**config.mk**
```make
export PLATFORM = sky130hd
export DESIGN_NAME = sup_reset_ctrl
export DESIGN_NICKNAME = d
export VERILOG_FILES = /design/src/rtl/sup_pkg.sv /design/src/rtl/sup_tick.sv /design/src/rtl/sup_sync2.sv /design/src/rtl/sup_debounce.sv /design/src/rtl/sup_watchdog.sv /design/src/rtl/sup_reset_ctrl.sv
export SDC_FILE = /design/constraint.sdc
export NUM_CORES = 1
export LEC_CHECK = 0
export BUFFER_PORTS_ARGS = -buffer_cell sky130_fd_sc_hd__buf_2
export CORE_MARGIN = 4
export CORE_UTILIZATION = 55
export DETAILED_ROUTE_END_ITERATION = 10
export PLACE_DENSITY = 0.73
export SLEW_MARGIN = 30
export SYNTH_ARGS = -nofsm -noshare
export SYNTH_HDL_FRONTEND = slang
export SYNTH_SLANG_ARGS = --single-unit
export TNS_END_PERCENT = 100
```
**constraint.sdc**
```tcl
create_clock -name clk -period 2.1 [get_ports clk]
set_input_delay 0.105 -clock clk [delete_from_list [all_inputs] [get_ports clk]]
set_output_delay 0.105 -clock clk [all_outputs]
set_load 0.02 [all_outputs]
```
**src/rtl/sup_pkg.sv**
```systemverilog
package sup_pkg;

  // Counter width able to hold the values 0 .. n-1 (at least one bit).
  function automatic int cnt_w(input int n);
    return (n < 2) ? 1 : $clog2(n);
  endfunction

  // Reset requests gathered in one cycle.
  typedef struct packed {
    logic supply_fail;
    logic button;
    logic wdog;
  } rst_req_t;

endpackage

```
**src/rtl/sup_tick.sv**
```systemverilog
module sup_tick #(
  parameter int CLKS_PER_MS = 1000
) (
  input  logic clk,
  input  logic rst_n,
  output logic tick
);
  localparam int W = sup_pkg::cnt_w(CLKS_PER_MS);
  localparam logic [W-1:0] LAST = W'(CLKS_PER_MS - 1);

  logic [W-1:0] cnt_q;

  always_ff @(posedge clk or negedge rst_n) begin
    if (!rst_n)             cnt_q <= '0;
    else if (cnt_q == LAST) cnt_q <= '0;
    else                    cnt_q <= cnt_q + W'(1);
  end

  assign tick = (cnt_q == LAST);
endmodule

```
**src/rtl/sup_sync2.sv**
```systemverilog
module sup_sync2 #(
  parameter int W = 1,
  parameter logic [W-1:0] RST_VAL = '0
) (
  input  logic         clk,
  input  logic         rst_n,
  input  logic [W-1:0] d,
  output logic [W-1:0] q
);
  logic [W-1:0] meta_q;

  always_ff @(posedge clk or negedge rst_n) begin
    if (!rst_n) begin
      meta_q <= RST_VAL;
      q      <= RST_VAL;
    end else begin
      meta_q <= d;
      q      <= meta_q;
    end
  end
endmodule

```
**src/rtl/sup_debounce.sv**
```systemverilog
module sup_debounce #(
  parameter int STABLE_TICKS = 10
) (
  input  logic clk,
  input  logic rst_n,
  input  logic tick,
  input  logic raw,
  output logic level
);
  localparam int W = sup_pkg::cnt_w(STABLE_TICKS);
  localparam logic [W-1:0] LAST = W'(STABLE_TICKS - 1);

  logic [W-1:0] cnt_q;

  always_ff @(posedge clk or negedge rst_n) begin
    if (!rst_n) begin
      level <= 1'b1;
      cnt_q <= '0;
    end else if (raw == level) begin
      cnt_q <= '0;
    end else if (tick) begin
      if (cnt_q == LAST) begin
        level <= raw;
        cnt_q <= '0;
      end else begin
        cnt_q <= cnt_q + W'(1);
      end
    end
  end
endmodule

```
**src/rtl/sup_watchdog.sv**
```systemverilog
module sup_watchdog #(
  parameter int TIMEOUT_TICKS = 400,
  localparam int W = sup_pkg::cnt_w(TIMEOUT_TICKS)
) (
  input  logic         clk,
  input  logic         rst_n,
  input  logic         tick,
  input  logic         enable,
  input  logic         kick,
  output logic         expire,
  output logic [W-1:0] count
);
  localparam logic [W-1:0] LAST = W'(TIMEOUT_TICKS - 1);

  assign expire = enable && !kick && tick && (count == LAST);

  always_ff @(posedge clk or negedge rst_n) begin
    if (!rst_n)                count <= '0;
    else if (!enable || kick)  count <= '0;
    else if (tick)             count <= (count == LAST) ? '0 : count + W'(1);
  end
endmodule

```
**src/rtl/sup_reset_ctrl.sv**
```systemverilog
module sup_reset_ctrl #(
  parameter int CLKS_PER_MS = 1000,
  parameter int RST_HOLD_MS = 100,
  parameter int WDT_MS      = 400,
  parameter int DEBOUNCE_MS = 10
) (
  input  logic clk,
  input  logic rst_n,
  input  logic supply_ok,
  input  logic early_low,
  input  logic batt_mode,
  input  logic strobe_in,
  input  logic button_n,
  output logic cpu_rst,
  output logic cpu_rst_n
);
  import sup_pkg::*;

  localparam int HW  = cnt_w(RST_HOLD_MS);
  localparam int WCW = cnt_w(WDT_MS);
  localparam logic [HW-1:0] HOLD_LAST = HW'(RST_HOLD_MS - 1);

  logic           tick;
  logic           strobe_s, button_s, strobe_d, kick;
  logic           button_db;
  logic           gate_early, wdt_en, wdt_expire;
  logic [WCW-1:0] wdt_count;
  rst_req_t       req;
  logic           rst_hi_q, rst_lo_q, act_nx;
  logic [HW-1:0]  hold_count, hold_nx;

  sup_tick #(.CLKS_PER_MS(CLKS_PER_MS)) u_tick (
    .clk(clk), .rst_n(rst_n), .tick(tick)
  );

  sup_sync2 #(.W(2), .RST_VAL(2'b11)) u_sync (
    .clk(clk), .rst_n(rst_n),
    .d({strobe_in, button_n}), .q({strobe_s, button_s})
  );

  // Falling-edge detect on the synchronized strobe.
  always_ff @(posedge clk or negedge rst_n) begin
    if (!rst_n) strobe_d <= 1'b1;
    else        strobe_d <= strobe_s;
  end
  assign kick = strobe_d && !strobe_s;

  generate
    if (DEBOUNCE_MS == 0) begin : g_no_deb
      assign button_db = button_s;
    end else begin : g_deb
      sup_debounce #(.STABLE_TICKS(DEBOUNCE_MS)) u_deb (
        .clk(clk), .rst_n(rst_n), .tick(tick),
        .raw(button_s), .level(button_db)
      );
    end
  endgenerate

  assign gate_early = batt_mode && early_low;
  assign wdt_en     = !rst_hi_q && supply_ok && !gate_early;

  sup_watchdog #(.TIMEOUT_TICKS(WDT_MS)) u_wdt (
    .clk(clk), .rst_n(rst_n), .tick(tick), .enable(wdt_en),
    .kick(kick), .expire(wdt_expire), .count(wdt_count)
  );

  always_comb begin
    req.supply_fail = !supply_ok && !batt_mode;
    req.button      = !button_db && !gate_early;
    req.wdog        = wdt_expire;
  end

  // Hold window: reloaded while any request is present, then counts ticks.
  always_comb begin
    act_nx  = rst_hi_q;
    hold_nx = hold_count;
    if (|req) begin
      act_nx  = 1'b1;
      hold_nx = '0;
    end else if (rst_hi_q && tick) begin
      if (hold_count == HOLD_LAST) begin
        act_nx  = 1'b0;
        hold_nx = '0;
      end else begin
        hold_nx = hold_count + HW'(1);
      end
    end
  end

  always_ff @(posedge clk or negedge rst_n) begin
    if (!rst_n) begin
      rst_hi_q   <= 1'b1;
      rst_lo_q   <= 1'b0;
      hold_count <= '0;
    end else begin
      rst_hi_q   <= act_nx;
      rst_lo_q   <= !act_nx;
      hold_count <= hold_nx;
    end
  end

  assign cpu_rst   = rst_hi_q;
  assign cpu_rst_n = rst_lo_q;
endmodule

```
==> insert_results.sql, run 1 <==
INSERT INTO impl_metrics (metric_group, metric, value, unit) VALUES
('cts', 'level_count_of_the_clock_h_tree', '2', ''),
('power', 'powerDensity', '540', 'mW/mm2'),
('floorplanning', 'die_area', '0.00451', 'mm2'),
('global_routing', 'first_global_vias', '1462', ''),
('global_routing', 'grt_first_pass_wirelength', '6600', 'um'),
('floorplanning', 'dieWidth', '67.2', 'um'),
('logic_synthesis', 'synth_enable_flop_cells', '0', ''),
('routing', 'drt-pass1-iter-count', '4', ''),
('routing', 'post_drt_wl_per_cell', '14.4', 'um'),
('power', 'cellInternalPower', '0.884', 'mW'),
('power', 'net-switching-power', '0.252', 'mW'),
('floorplanning', 'num_io_pins', '9', ''),
('worst_setup_path', 'crit_arrival', '2240', 'ps'),
('power', 'power.ir.vdd_worst', '0.362', 'mV'),
('status', 'run_status', 'complete, no violations', ''),
('worst_setup_path', 'r2r_setup_slack', '150', 'ps'),
('worst_setup_path', 'crit_type', 'register to register', ''),
('worst_hold_path', 'timing.hold.worst.class', 'primary input to register', ''),
('logic_synthesis', 'syn-num-nets', '201', ''),
('logic_synthesis', 'synth_cells', '189', ''),
('routing', 'post_drt_via_cell_ratio', '6.03', ''),
('layout', 'ff_latch_area', '960', 'um2'),
('cts', 'postCtsSetupBuffers', '0', ''),
('cts', 'worstSkewPairLatency', '360', 'ps'),
('layout', 'num-fill-cells', '301', ''),
('timing', 'max_slew_margin', '45.4', '%'),
('cts', 'cts_buffers', '5', ''),
('layout', 'final_cell_mix', '31 x sky130_fd_sc_hd__dfrtp_1, 20 x sky130_fd_sc_hd__a21oi_1, 14 x sky130_fd_sc_hd__nand2_1, 14 x sky130_fd_sc_hd__nand3_1, 11 x sky130_fd_sc_hd__nor2_1', ''),
('timing', 'timing.final.crit_share', '92.8', '%'),
('logic_synthesis', 'yosys_register_bits', '38', ''),
('power', 'power_frac_comb', '2.9', '%'),
('timing', 'hold_slack', '111', 'ps'),
('worst_hold_path', 'timing.hold.worst_path_depth', '4', ''),
('cts', 'max-clock-path-buffers', '2', ''),
('timing', 'final_period_minus_worst_setup_slack', '1950', 'ps'),
('cts', 'clock_tree_from_tritoncts', 'yes', ''),
('layout', 'multi_input_area', '917', 'um2'),
('worst_hold_path', 'worst_hold_startpoint', 'early_low', ''),
('logic_synthesis', 'synth_async_sr_flop_share', '100', '%'),
('logic_synthesis', 'syn_avg_cell_area', '10.2', 'um2'),
('timing', 'clock.fmax', '513', 'MHz'),
('power', 'leakagePower', '0.832', 'nW'),
('timing', 'finalClockSkew', '11.4', 'ps'),
('worst_setup_path', 'critPathRequiredTime', '2390', 'ps'),
('timing', 'rsz0062_at_grt', 'no', ''),
('logic_synthesis', 'most_used_flip_flop_cell_after_synthesis', 'sky130_fd_sc_hd__dfrtp_1', ''),
('timing', 'setup-tns-final', '0', 'ps'),
('worst_hold_path', 'hold_end', 'u_wdt.count[6]$_DFFE_PN0P_', ''),
('global_routing', 'antenna_found_initial', '0', ''),
('routing', 'route.final.wire_length', '3630', 'um'),
('placed_design', 'detailed_place_hpwl', '2530', 'um'),
('power', 'clock_share_of_power', '31.8', '%'),
('cts', 'cts_root_buf', 'sky130_fd_sc_hd__clkbuf_4', ''),
('worst_setup_path', 'worstReg2RegStart', 'u_tick.cnt_q[0]$_DFF_PN0_', ''),
('logic_synthesis', 'synth-seq-area-share', '49.8', '%'),
('worst_setup_path', 'rr_endpoint', 'hold_count[2]$_DFFE_PN0P_', ''),
('cts', 'clock-sinks', '38', ''),
('timing', 'timing_worst_slew_pin_value', '820', 'ps'),
('timing', 'slew_viol_final', '0', ''),
('floorplanning', 'initial_utilization', '57.3', '%'),
('routing', 'routed-via-count', '1520', ''),
('cts', 'clkTransAtPathRegs', '110', 'ps'),
('timing', 'setup_viol', '0', ''),
('global_routing', 'grt_start_max_net_pins', '39', ''),
('logic_synthesis', 'syn-cell-area', '0.00193', 'mm2'),
('routing', 'ant_nets', '0', ''),
('power', 'switching_share', '22.1', '%'),
('worst_setup_path', 'reg2reg_depth', '5', ''),
('worst_setup_path', 'cp_max_fo', '9', ''),
('routing', 'first_iter_violations', '166', ''),
('placed_design', 'post-place-cells', '241', '');
flip-flops by register name (all words and copies together) (netlist names):
register,count
cpu_rst,1
strobe_d,1
u_tick.cnt_q,10
hold_count,7
u_sync.meta_q,2
g_deb.u_deb.level,1
u_sync.q,2
cpu_rst_n,1
g_deb.u_deb.cnt_q,4
u_wdt.count,9
what timing repair did:
item,4_1_cts,5_1_grt
resized for setup,0,1
setup endpoints to repair,0,2
hold buffers,3,0
hold endpoints to repair,33,0
cells in the mapped netlist (2+ instances only):
master / n / share of area [%]
sky130_fd_sc_hd__and2_1: 3 / 0.97
sky130_fd_sc_hd__a31oi_1: 3 / 0.97
sky130_fd_sc_hd__inv_1: 7 / 1.4
sky130_fd_sc_hd__buf_2: 2 / 0.52
sky130_fd_sc_hd__dfstp_2: 7 / 9.6
sky130_fd_sc_hd__dfrtp_1: 31 / 40
sky130_fd_sc_hd__ha_1: 5 / 3.2
sky130_fd_sc_hd__and4_1: 2 / 0.91
sky130_fd_sc_hd__nor3_1: 2 / 0.52
sky130_fd_sc_hd__xnor2_1: 4 / 1.8
sky130_fd_sc_hd__or4_1: 3 / 1.2
sky130_fd_sc_hd__o21ai_0: 9 / 2.3
sky130_fd_sc_hd__nand3_1: 14 / 3.6
sky130_fd_sc_hd__nor2_1: 11 / 2.1
sky130_fd_sc_hd__nand4_1: 4 / 1.3
sky130_fd_sc_hd__xor2_1: 4 / 1.8
sky130_fd_sc_hd__a21oi_1: 20 / 5.2
sky130_fd_sc_hd__nor3b_1: 2 / 0.78
sky130_fd_sc_hd__a22o_1: 2 / 0.91
sky130_fd_sc_hd__a211oi_1: 2 / 0.78
sky130_fd_sc_hd__nand4bb_1: 2 / 1.2
sky130_fd_sc_hd__or3_1: 5 / 1.6
sky130_fd_sc_hd__and3_1: 5 / 1.6
sky130_fd_sc_hd__a311oi_1: 2 / 0.91
sky130_fd_sc_hd__o31ai_1: 2 / 0.78
sky130_fd_sc_hd__nand2_1: 14 / 2.7
metal layers:
metal | global-route usage, % | part of all wire [%] | routed length (um) | up-vias
met5 | 0 | 0 | 0 | -
li1 | - | - | - | 732
met1 | 25.2 | 44 | 1620 | 735
met2 | 30.9 | 48 | 1740 | 46
met4 | 6.33 | 1.5 | 55 | 0
met3 | 6.99 | 6.1 | 223 | 7
power groups by stage:
stage	registers, mW	clock network (mW)	logic (mW)
6_report	0.742	0.361	0.0327
5_1_grt	0.743	0.412	0.0377
4_1_cts	0.742	0.375	0.0340
3_5_place_dp	0.756	0	0.0296
3_3_place_gp	0.756	0	0.0286
2_1_floorplan	0.756	0	0.00708
final cells by class:
class | count | area share [%]
Tap cell | 46 | 2.74
Clock buffer | 8 | 2.32
Sequential cell | 38 | 45.7
Inverter | 7 | 1.25
Timing Repair Buffer | 14 | 4.40
Multi-Input combinational cell | 139 | 43.6
through the flow:
step,total power [mW],setup WS [ps],util (%),cell area [um2]
final,1.14,151,62.5,2100
after global routing,1.19,4.89,62.5,2100
after CTS,1.15,110,62.3,2090
after detailed placement,0.786,137,59.9,2020
after global placement,0.784,244,59.9,2020
after floorplan,0.763,394,-,1930
critical path: stages, from the launching register on:
cell and delay, ps:
sky130_fd_sc_hd__dfrtp_1 400, sky130_fd_sc_hd__ha_1 260, sky130_fd_sc_hd__and4b_4 290, sky130_fd_sc_hd__nand4_1 280, sky130_fd_sc_hd__or4_1 490, sky130_fd_sc_hd__a21oi_1 150
cell families (layout without fill, tap and decap cells):
family | after synthesis | after routing | synth area share [%]
adders and majority gates | 5 | 5 | 3.25
muxes | 1 | 1 | 0.585
xor gates and xnor gates | 8 | 8 | 3.64
buffers and inverters | 12 | 29 | 2.92
and+or+nand+nor | 77 | 77 | 23.6
AOI/OAI and AO/OA | 48 | 48 | 16.2
DFF | 38 | 38 | 49.8
worst max-delay path by stage:
| stage | to | cells past startpoint | start | slack [ps] |
|---|---|---|---|---|
| after global routing | hold_count[2]$_DFFE_PN0P_ | 5 | u_tick.cnt_q[0]$_DFF_PN0_ | 5 |
| after global placement | hold_count[6]$_DFFE_PN0P_ | 5 | u_tick.cnt_q[0]$_DFF_PN0_ | 240 |
| after detailed placement | hold_count[6]$_DFFE_PN0P_ | 5 | u_tick.cnt_q[0]$_DFF_PN0_ | 140 |
| final | hold_count[2]$_DFFE_PN0P_ | 5 | u_tick.cnt_q[0]$_DFF_PN0_ | 150 |
| after CTS | hold_count[6]$_DFFE_PN0P_ | 5 | u_tick.cnt_q[0]$_DFF_PN0_ | 110 |
| after floorplan | g_deb.u_deb.cnt_q[2]$_DFFE_PN0P_ | 6 | u_tick.cnt_q[0]$_DFF_PN0_ | 390 |
Power figures use the tool's default switching activity.
==> inputs of run 2 (changes only) <==
Settings changed: ABC_AREA set to 1.
==> run 2 against run 1 <==
  * Fmax is 22% higher
  * Register-to-register slack better by 350 ps
  * Utilization up 0.36 points
  * Area after synthesis is 1.7% higher
  * Setup slack improved by 350 ps
  * Synthesized cell count up 24%
  * Sequential cell count did not move
  * Sequential power about the same
  * Clock skew about the same
  * Critical path depth increased by 2
  * Clock power fell by 2%
  * Highest routed layer unchanged
==> insert_results.sql, run 2 <==
INSERT INTO impl_metrics (metric_group, metric, value, unit) VALUES
('status', 'run_status', 'complete, no violations', ''),
('floorplanning', 'dieWidth', '67.7', 'um'),
('layout', 'mostFrequentLayoutCell', 'sky130_fd_sc_hd__nand2_1', ''),
('timing', 'clock.fmax', '627', 'MHz'),
('cts', 'max-clock-path-buffers', '2', ''),
('placed_design', 'placedInstanceArea', '0.00205', 'mm2'),
('layout', 'finalInstanceArea', '0.00213', 'mm2'),
('job', 'maxCapViolCount', '0', ''),
('placed_design', 'globalplace.congestion', '0.816', ''),
('routing', 'post_drt_via_cell_ratio', '5.15', ''),
('power', 'leakagePower', '0.987', 'nW'),
('timing', 'finalClockSkew', '10.9', 'ps'),
('cts', 'post_cts_resized', '0', ''),
('worst_setup_path', 'start_point_of_the_critical_path', 'u_tick.cnt_q[0]$_DFF_PN0_', ''),
('layout', 'biggestRegsByFlops', 'u_tick.cnt_q x10, u_wdt.count x9, hold_count x7', ''),
('layout', 'finalNetCount', '264', ''),
('routing', 'post_drt_wl_per_cell', '11.7', 'um'),
('worst_setup_path', 'crit_type', 'register to register', ''),
('cts', 'worstSkewPairLatency', '340', 'ps'),
('logic_synthesis', 'post-synth-top-area-cell', 'sky130_fd_sc_hd__dfrtp_1', ''),
('timing', 'setup_viol', '0', ''),
('power', 'power.ir.vdd_worst', '0.354', 'mV'),
('floorplanning', 'die_area', '0.00458', 'mm2'),
('timing', 'hold_slack', '83.0', 'ps'),
('worst_setup_path', 'crit_path_start_kind', 'register', ''),
('global_routing', 'grt_start_max_net_pins', '39', ''),
('timing', 'rsz0062_at_grt', 'no', ''),
('layout', 'finalCoreUtilization', '62.9', '%'),
('logic_synthesis', 'synth_top_area_share', '39.6', '%'),
('logic_synthesis', 'syn-cell-area', '0.00196', 'mm2'),
('logic_synthesis', 'yosys_register_bits', '38', ''),
('worst_setup_path', 'r2r_setup_slack', '500', 'ps'),
('power', 'net-switching-power', '0.247', 'mW'),
('cts', 'clkTransAtPathRegs', '100', 'ps'),
('layout', 'largest_register_ff_count', '10', ''),
('global_routing', 'first_global_vias', '1506', ''),
('logic_synthesis', 'synth_common_cells', '48 x sky130_fd_sc_hd__nand2_1, 32 x sky130_fd_sc_hd__inv_1, 31 x sky130_fd_sc_hd__dfrtp_1, 25 x sky130_fd_sc_hd__nor2_1, 18 x sky130_fd_sc_hd__nand3_1', ''),
('worst_hold_path', 'timing.hold.worst_path_depth', '4', ''),
('timing', 'final_period_minus_worst_setup_slack', '1600', 'ps'),
('logic_synthesis', 'synth_cells', '235', ''),
('layout', 'areaGrowthSynthToFinish', '8.82', '%'),
('routing', 'route.final.wire_length', '3510', 'um'),
('cts', 'cts_buffers', '5', ''),
('cts', 'cts_root_buf', 'sky130_fd_sc_hd__clkbuf_4', ''),
('layout', 'final_cells', '299', ''),
('layout', 'max_flop_register', 'u_tick.cnt_q', ''),
('layout', 'final_cell_mix', '48 x sky130_fd_sc_hd__nand2_1, 32 x sky130_fd_sc_hd__inv_1, 31 x sky130_fd_sc_hd__dfrtp_1', ''),
('power', 'power_frac_comb', '3.0', '%'),
('floorplanning', 'die_height', '67.7', 'um'),
('placed_design', 'portBuffers', '8', ''),
('logic_synthesis', 'syn-num-nets', '247', ''),
('logic_synthesis', 'most_used_flip_flop_cell_after_synthesis', 'sky130_fd_sc_hd__dfrtp_1', ''),
('logic_synthesis', 'most_common_cell_in_the_netlist', 'sky130_fd_sc_hd__nand2_1', ''),
('cts', 'level_count_of_the_clock_h_tree', '2', ''),
('logic_synthesis', 'post_synth_num_cell_types', '27', ''),
('placed_design', 'post-place-cells', '288', ''),
('logic_synthesis', 'synth-seq-area-share', '49.0', '%'),
('worst_setup_path', 'crit_arrival', '1850', 'ps'),
('worst_setup_path', 'critPathRequiredTime', '2350', 'ps'),
('worst_hold_path', 'timing.hold.worst.class', 'primary input to register', ''),
('routing', 'post-route-drc-count', '0', ''),
('worst_setup_path', 'worst_setup_path_end_kind', 'register', ''),
('logic_synthesis', 'leading_cell_types_by_total_area_after_synthesis', 'sky130_fd_sc_hd__dfrtp_1 40%, sky130_fd_sc_hd__dfstp_2 9.4%, sky130_fd_sc_hd__nand2_1 9.2%', ''),
('worst_hold_path', 'worst_hold_startpoint', 'batt_mode', ''),
('power', 'clock_share_of_power', '31.3', '%'),
('power', 'switching_share', '21.9', '%'),
('worst_hold_path', 'hold_end', 'cpu_rst$_DFF_PN1_', ''),
('worst_setup_path', 'reg2reg_depth', '7', ''),
('global_routing', 'grt_first_pass_wirelength', '6360', 'um'),
('worst_setup_path', 'cp_max_fo', '4', ''),
('logic_synthesis', 'synth_enable_flop_cells', '0', ''),
('global_routing', 'gr-usage-all-layers', '18.6', '%'),
('timing', 'hold_violations', '0', ''),
('power', 'cellInternalPower', '0.884', 'mW'),
('worst_setup_path', 'worstReg2RegStart', 'u_tick.cnt_q[0]$_DFF_PN0_', ''),
('timing', 'setup-tns-final', '0', 'ps'),
('timing', 'timing.final.crit_share', '76.0', '%'),
('timing', 'timing_worst_slew_pin_value', '814', 'ps'),
('global_routing', 'antenna_found_initial', '0', ''),
('power', 'share_seq_of_total_power', '65.6', '%'),
('cts', 'clock-sinks', '38', ''),
('floorplanning', 'core_area', '0.00339', 'mm2'),
('logic_synthesis', 'syn_avg_cell_area', '8.33', 'um2'),
('layout', 'antenna_cells_inserted', '0', ''),
('routing', 'routed-via-count', '1539', ''),
('routing', 'ant_nets', '0', ''),
('routing', 'first_iter_violations', '113', ''),
('cts', 'clock_tree_from_tritoncts', 'yes', ''),
('floorplanning', 'num_io_pins', '9', ''),
('layout', 'num-fill-cells', '313', ''),
('global_routing', 'grt.overflow.total', '0', ''),
('logic_synthesis', 'synth-warning-count', '0', ''),
('timing', 'slew_viol_final', '0', ''),
('logic_synthesis', 'synth_async_sr_flop_share', '100', '%'),
('placed_design', 'detailed_place_hpwl', '2560', 'um'),
('power', 'powerDensity', '531', 'mW/mm2'),
('routing', 'drt-pass1-iter-count', '4', ''),
('layout', 'share_of_cells_above_drive_strength_1', '11.9', '%'),
('timing', 'max_slew_margin', '45.7', '%'),
('worst_setup_path', 'rr_endpoint', 'g_deb.u_deb.cnt_q[1]$_DFFE_PN0P_', ''),
('floorplanning', 'initial_utilization', '57.8', '%'),
('floorplanning', 'number_of_rows_created_at_floorplan', '21', '');
## run 2: changes by cell type after synthesis, moves of 4 or more
| cell | previous run | this run |
|---|---|---|
| sky130_fd_sc_hd__a21oi_1 | 20 | 16 |
| sky130_fd_sc_hd__nand4_1 | 4 | 9 |
| sky130_fd_sc_hd__and3_1 | 5 | 1 |
| sky130_fd_sc_hd__xor2_1 | 4 | 8 |
| sky130_fd_sc_hd__inv_1 | 7 | 32 |
| sky130_fd_sc_hd__nand2_1 | 14 | 48 |
| sky130_fd_sc_hd__or3_1 | 5 | 0 |
| sky130_fd_sc_hd__nor2_1 | 11 | 25 |
| sky130_fd_sc_hd__o21ai_1 | 0 | 4 |
| sky130_fd_sc_hd__nand3_1 | 14 | 18 |
## run 2: kinds of logic after synthesis
kind of cell,share of synthesized area (%)
xor+xnor,4.03
simple gates,27.2
mux,1.02
compound gates,9.20
buf+inv,6.33
fa+ha+maj,3.19
flops,49.0
## run 2: metal layers
| metal | wire length [um] | global-route usage (%) | part of all wire, % |
|---|---|---|---|
| met5 | 0 | 0 | 0 |
| met4 | 63 | 7.59 | 1.8 |
| met3 | 147 | 4.49 | 4.2 |
| met2 | 1570 | 30.5 | 45 |
| met1 | 1730 | 23.3 | 49 |
## run 2: how the worst max path moves through the flow
stage / endpoint / cells past startpoint
2_1_floorplan: hold_count[3]$_DFFE_PN0P_ / 8
3_3_place_gp: hold_count[3]$_DFFE_PN0P_ / 8
3_5_place_dp: hold_count[6]$_DFFE_PN0P_ / 8
4_1_cts: g_deb.u_deb.cnt_q[1]$_DFFE_PN0P_ / 7
5_1_grt: hold_count[3]$_DFFE_PN0P_ / 8
6_report: g_deb.u_deb.cnt_q[1]$_DFFE_PN0P_ / 7
## run 2: power by group through the flow
stage | clock (mW) | sequential (mW) | combinational (mW)
global route | 0.403 | 0.743 | 0.0407
finish | 0.355 | 0.743 | 0.0344
detailed placement | 0 | 0.756 | 0.0320
global placement | 0 | 0.756 | 0.0313
floorplan | 0 | 0.756 | 0.00900
CTS | 0.377 | 0.743 | 0.0363
## run 2: cell type report
type | count | area, um2 | area share, %
Clock buffer | 8 | 48.8 | 2.29
Multi-Input combinational cell | 164 | 875 | 41.0
Sequential cell | 38 | 960 | 45.0
Inverter | 32 | 120 | 5.64
Tap cell | 46 | 57.6 | 2.70
Timing Repair Buffer | 11 | 70.1 | 3.29
## run 2: per-stage QoR
stage	setup slack [ps]	power, mW
finish	505	1.13
global route	353	1.19
CTS	514	1.16
detailed placement	525	0.788
global placement	589	0.787
floorplan	720	0.765
## run 2: what timing repair did
| item | in CTS | in global routing |
|---|---|---|
| setup buffers | 0 | 0 |
| hold buffers | 3 | 0 |
| endpoints found under the hold margin | 33 | 0 |
## run 2: worst max-delay path, stage by stage, from the launching register on
cell,delay (ps)
sky130_fd_sc_hd__dfrtp_1,410
sky130_fd_sc_hd__ha_1,180
sky130_fd_sc_hd__nand2_1,130
sky130_fd_sc_hd__inv_1,150
sky130_fd_sc_hd__nand3_1,80
sky130_fd_sc_hd__nor2_1,260
sky130_fd_sc_hd__nand3_1,160
sky130_fd_sc_hd__o22ai_1,150
==> inputs of run 3 (changes only) <==
Settings changed: CORE_UTILIZATION 55 to 54, PLACE_DENSITY 0.73 to 0.74.
Clock period 2.1 ns to 1.4 ns, I/O delays scaled along.
==> run 3 against run 2 <==
  * The run now ends with setup timing left
  * Routed wire length rose by 16%
  * First-iteration DRC count fell by 22%
  * Sequential power rose by 49%
  * Count of clock-buffer cells in the layout fell by 1
  * Combinational power rose by 96%
  * Sequential share of layout area fell by 5.9 points
  * Critical path depth rose by 2
  * Critical endpoint is now u_wdt.count[2]$_DFFE_PN0P_
  * Clock skew rose by 2.9 ps
  * Largest cell class is now multi-input combinational cells
  * Utilization rose by 9.0 points
  * Fmax rose by 6.6%
  * Die area rose by 1.6%
==> insert_results.sql, run 3 (synthesis results as in run 2) <==
INSERT INTO impl_metrics (metric_group, metric, value, unit) VALUES
('status', 'run_status', 'finished with violations', ''),
('status', 'failing_checks', 'setup timing', ''),
('timing', 'slew_viol_final', '0', ''),
('floorplanning', 'dieWidth', '68.2', 'um'),
('floorplanning', 'core_area', '0.00342', 'mm2'),
('worst_hold_path', 'timing.hold.worst_path_depth', '4', ''),
('floorplanning', 'die_area', '0.00465', 'mm2'),
('routing', 'post_drt_via_cell_ratio', '5.19', ''),
('timing', 'final_period_minus_worst_setup_slack', '1500', 'ps'),
('timing', 'finalClockSkew', '13.8', 'ps'),
('worst_setup_path', 'crit_arrival', '1740', 'ps'),
('routing', 'routed-via-count', '1675', ''),
('layout', 'num-fill-cells', '257', ''),
('floorplanning', 'num_io_pins', '9', ''),
('worst_setup_path', 'crit_type', 'register to register', ''),
('layout', 'finalNetCount', '288', ''),
('layout', 'biggestRegsByFlops', 'u_tick.cnt_q x10, u_wdt.count x9, hold_count x7', ''),
('timing', 'hold_violations', '0', ''),
('timing', 'setup_viol', '22', ''),
('layout', 'final_cell_mix', '44 x sky130_fd_sc_hd__nand2_1, 31 x sky130_fd_sc_hd__dfrtp_1, 30 x sky130_fd_sc_hd__inv_1', ''),
('layout', 'antenna_cells_inserted', '0', ''),
('floorplanning', 'initial_utilization', '57.3', '%'),
('routing', 'route.final.wire_length', '4060', 'um'),
('layout', 'max_flop_register', 'u_tick.cnt_q', ''),
('routing', 'post-route-drc-count', '0', ''),
('cts', 'clock_tree_from_tritoncts', 'yes', ''),
('timing', 'clock.fmax', '668', 'MHz'),
('global_routing', 'grt_first_pass_wirelength', '6940', 'um'),
('worst_setup_path', 'reg2reg_depth', '9', ''),
('cts', 'cts_buffers', '5', ''),
('routing', 'ant_nets', '0', ''),
('worst_setup_path', 'critPathRequiredTime', '1640', 'ps'),
('layout', 'share_of_cells_above_drive_strength_1', '27.4', '%'),
('cts', 'worstSkewPairLatency', '360', 'ps'),
('cts', 'clock-sinks', '38', ''),
('layout', 'areaGrowthSynthToFinish', '25.4', '%'),
('layout', 'mostFrequentLayoutCell', 'sky130_fd_sc_hd__nand2_1', ''),
('worst_setup_path', 'crit_path_start_kind', 'register', ''),
('power', 'power.ir.vdd_worst', '0.618', 'mV'),
('global_routing', 'grt_start_max_net_pins', '24', ''),
('layout', 'multi_input_area', '991', 'um2'),
('floorplanning', 'number_of_rows_created_at_floorplan', '21', ''),
('cts', 'level_count_of_the_clock_h_tree', '2', ''),
('timing', 'timing_worst_slew_pin_value', '383', 'ps'),
('routing', 'first_iter_violations', '88', ''),
('global_routing', 'first_global_vias', '1538', ''),
('power', 'powerDensity', '731', 'mW/mm2'),
('cts', 'max-clock-path-buffers', '2', ''),
('layout', 'final_cells', '323', ''),
('timing', 'rsz0062_at_grt', 'yes', ''),
('routing', 'drt-pass1-iter-count', '5', ''),
('routing', 'post_drt_wl_per_cell', '12.6', 'um'),
('global_routing', 'antenna_found_initial', '0', ''),
('global_routing', 'gr-usage-all-layers', '20.4', '%'),
('worst_setup_path', 'worst_setup_path_end_kind', 'register', ''),
('timing', 'postLayoutSetupSlackWorst', '-97.3', 'ps'),
('layout', 'largest_register_ff_count', '10', ''),
('cts', 'clkTransAtPathRegs', '120', 'ps'),
('cts', 'cts_root_buf', 'sky130_fd_sc_hd__clkbuf_4', ''),
('layout', 'ff_latch_area', '960', 'um2'),
('placed_design', 'detailed_place_hpwl', '2810', 'um'),
('placed_design', 'post-place-cells', '306', ''),
('placed_design', 'globalplace.congestion', '0.940', ''),
('timing', 'max_slew_margin', '74.5', '%'),
('worst_setup_path', 'cp_max_fo', '6', ''),
('placed_design', 'portBuffers', '8', ''),
('power', 'leakagePower', '1.16', 'nW'),
('worst_hold_path', 'timing.hold.worst.class', 'primary input to register', ''),
('global_routing', 'grt.overflow.total', '0', ''),
('floorplanning', 'die_height', '68.2', 'um'),
('timing', 'timing.final.crit_share', '107', '%'),
('job', 'maxCapViolCount', '0', ''),
('timing', 'setup-tns-final', '-1730', 'ps');
-- run 3: worst paths after layout --
check | slack [ps] | endpoint | from
min in group asynchronous | 150 | u_tick.cnt_q[4]$_DFF_PN0_ | rst_n
max reg2reg | -100 | u_wdt.count[2]$_DFFE_PN0P_ | u_tick.cnt_q[0]$_DFF_PN0_
max in group asynchronous | 710 | strobe_d$_DFF_PN1_ | rst_n
min reg2reg | 360 | u_sync.q[0]$_DFF_PN1_ | u_sync.meta_q[0]$_DFF_PN1_
min | 140 | cpu_rst$_DFF_PN1_ | batt_mode
max | -100 | u_wdt.count[2]$_DFFE_PN0P_ | u_tick.cnt_q[0]$_DFF_PN0_
-- run 3: stage by stage --
step	utilization, %	total power, mW	setup WS, ps	instance area, um2	hold WS, ps
final	71.9	1.80	-97.3	2450	142
after global routing	71.9	1.87	-202	2450	158
after CTS	67.9	1.82	-74.1	2320	63.4
after detailed placement	64.4	1.19	-93.9	2200	12.3
after global placement	64.4	1.19	-5.76	2200	5.10
after floorplan	-	1.15	20.2	1960	-226
-- run 3: layout make-up --
class	count	area share, %
clock buffer	7	2.24
clock inverter	1	0.204
inverter	32	4.89
multi-input combinational	164	40.4
sequential	38	39.1
tap	46	2.34
timing repair buffer	35	10.9
-- run 3: worst max-delay path, cell delays in order, from the launching register on --
cell	delay [ps]
sky130_fd_sc_hd__dfrtp_1	390
sky130_fd_sc_hd__ha_2	220
sky130_fd_sc_hd__nand2_4	70
sky130_fd_sc_hd__nor2_4	130
sky130_fd_sc_hd__nand3_4	140
sky130_fd_sc_hd__buf_4	180
sky130_fd_sc_hd__nand2_4	60
sky130_fd_sc_hd__inv_2	60
sky130_fd_sc_hd__nand2_1	80
sky130_fd_sc_hd__o21ai_2	60
-- run 3: power by group --
group	switching (mW)	total [mW]	leakage, nW	internal, mW
logic	0.0416	0.0674	0.630	0.0259
registers	0.00304	1.11	0.492	1.11
clock network	0.371	0.614	0.0353	0.244
-- run 3: repair_timing --
item | 4_1_cts | 5_1_grt
hold buffers | 3 | 0
resized for setup | 6 | 25
gates cloned | 0 | 0
pin swaps | 2 | 11
endpoints found under the setup margin | 25 | 29
setup buffers | 1 | 5
endpoints found under the hold margin | 38 | 0
-- run 3: metal layers --
| metal | track usage (%) | routed length, um | up-vias |
|---|---|---|---|
| li1 | - | - | 853 |
| met1 | 26.6 | 1900 | 772 |
| met2 | 32.5 | 1900 | 37 |
| met3 | 4.43 | 140 | 13 |
| met4 | 8.93 | 117 | 0 |
| met5 | 0 | 0 | - |
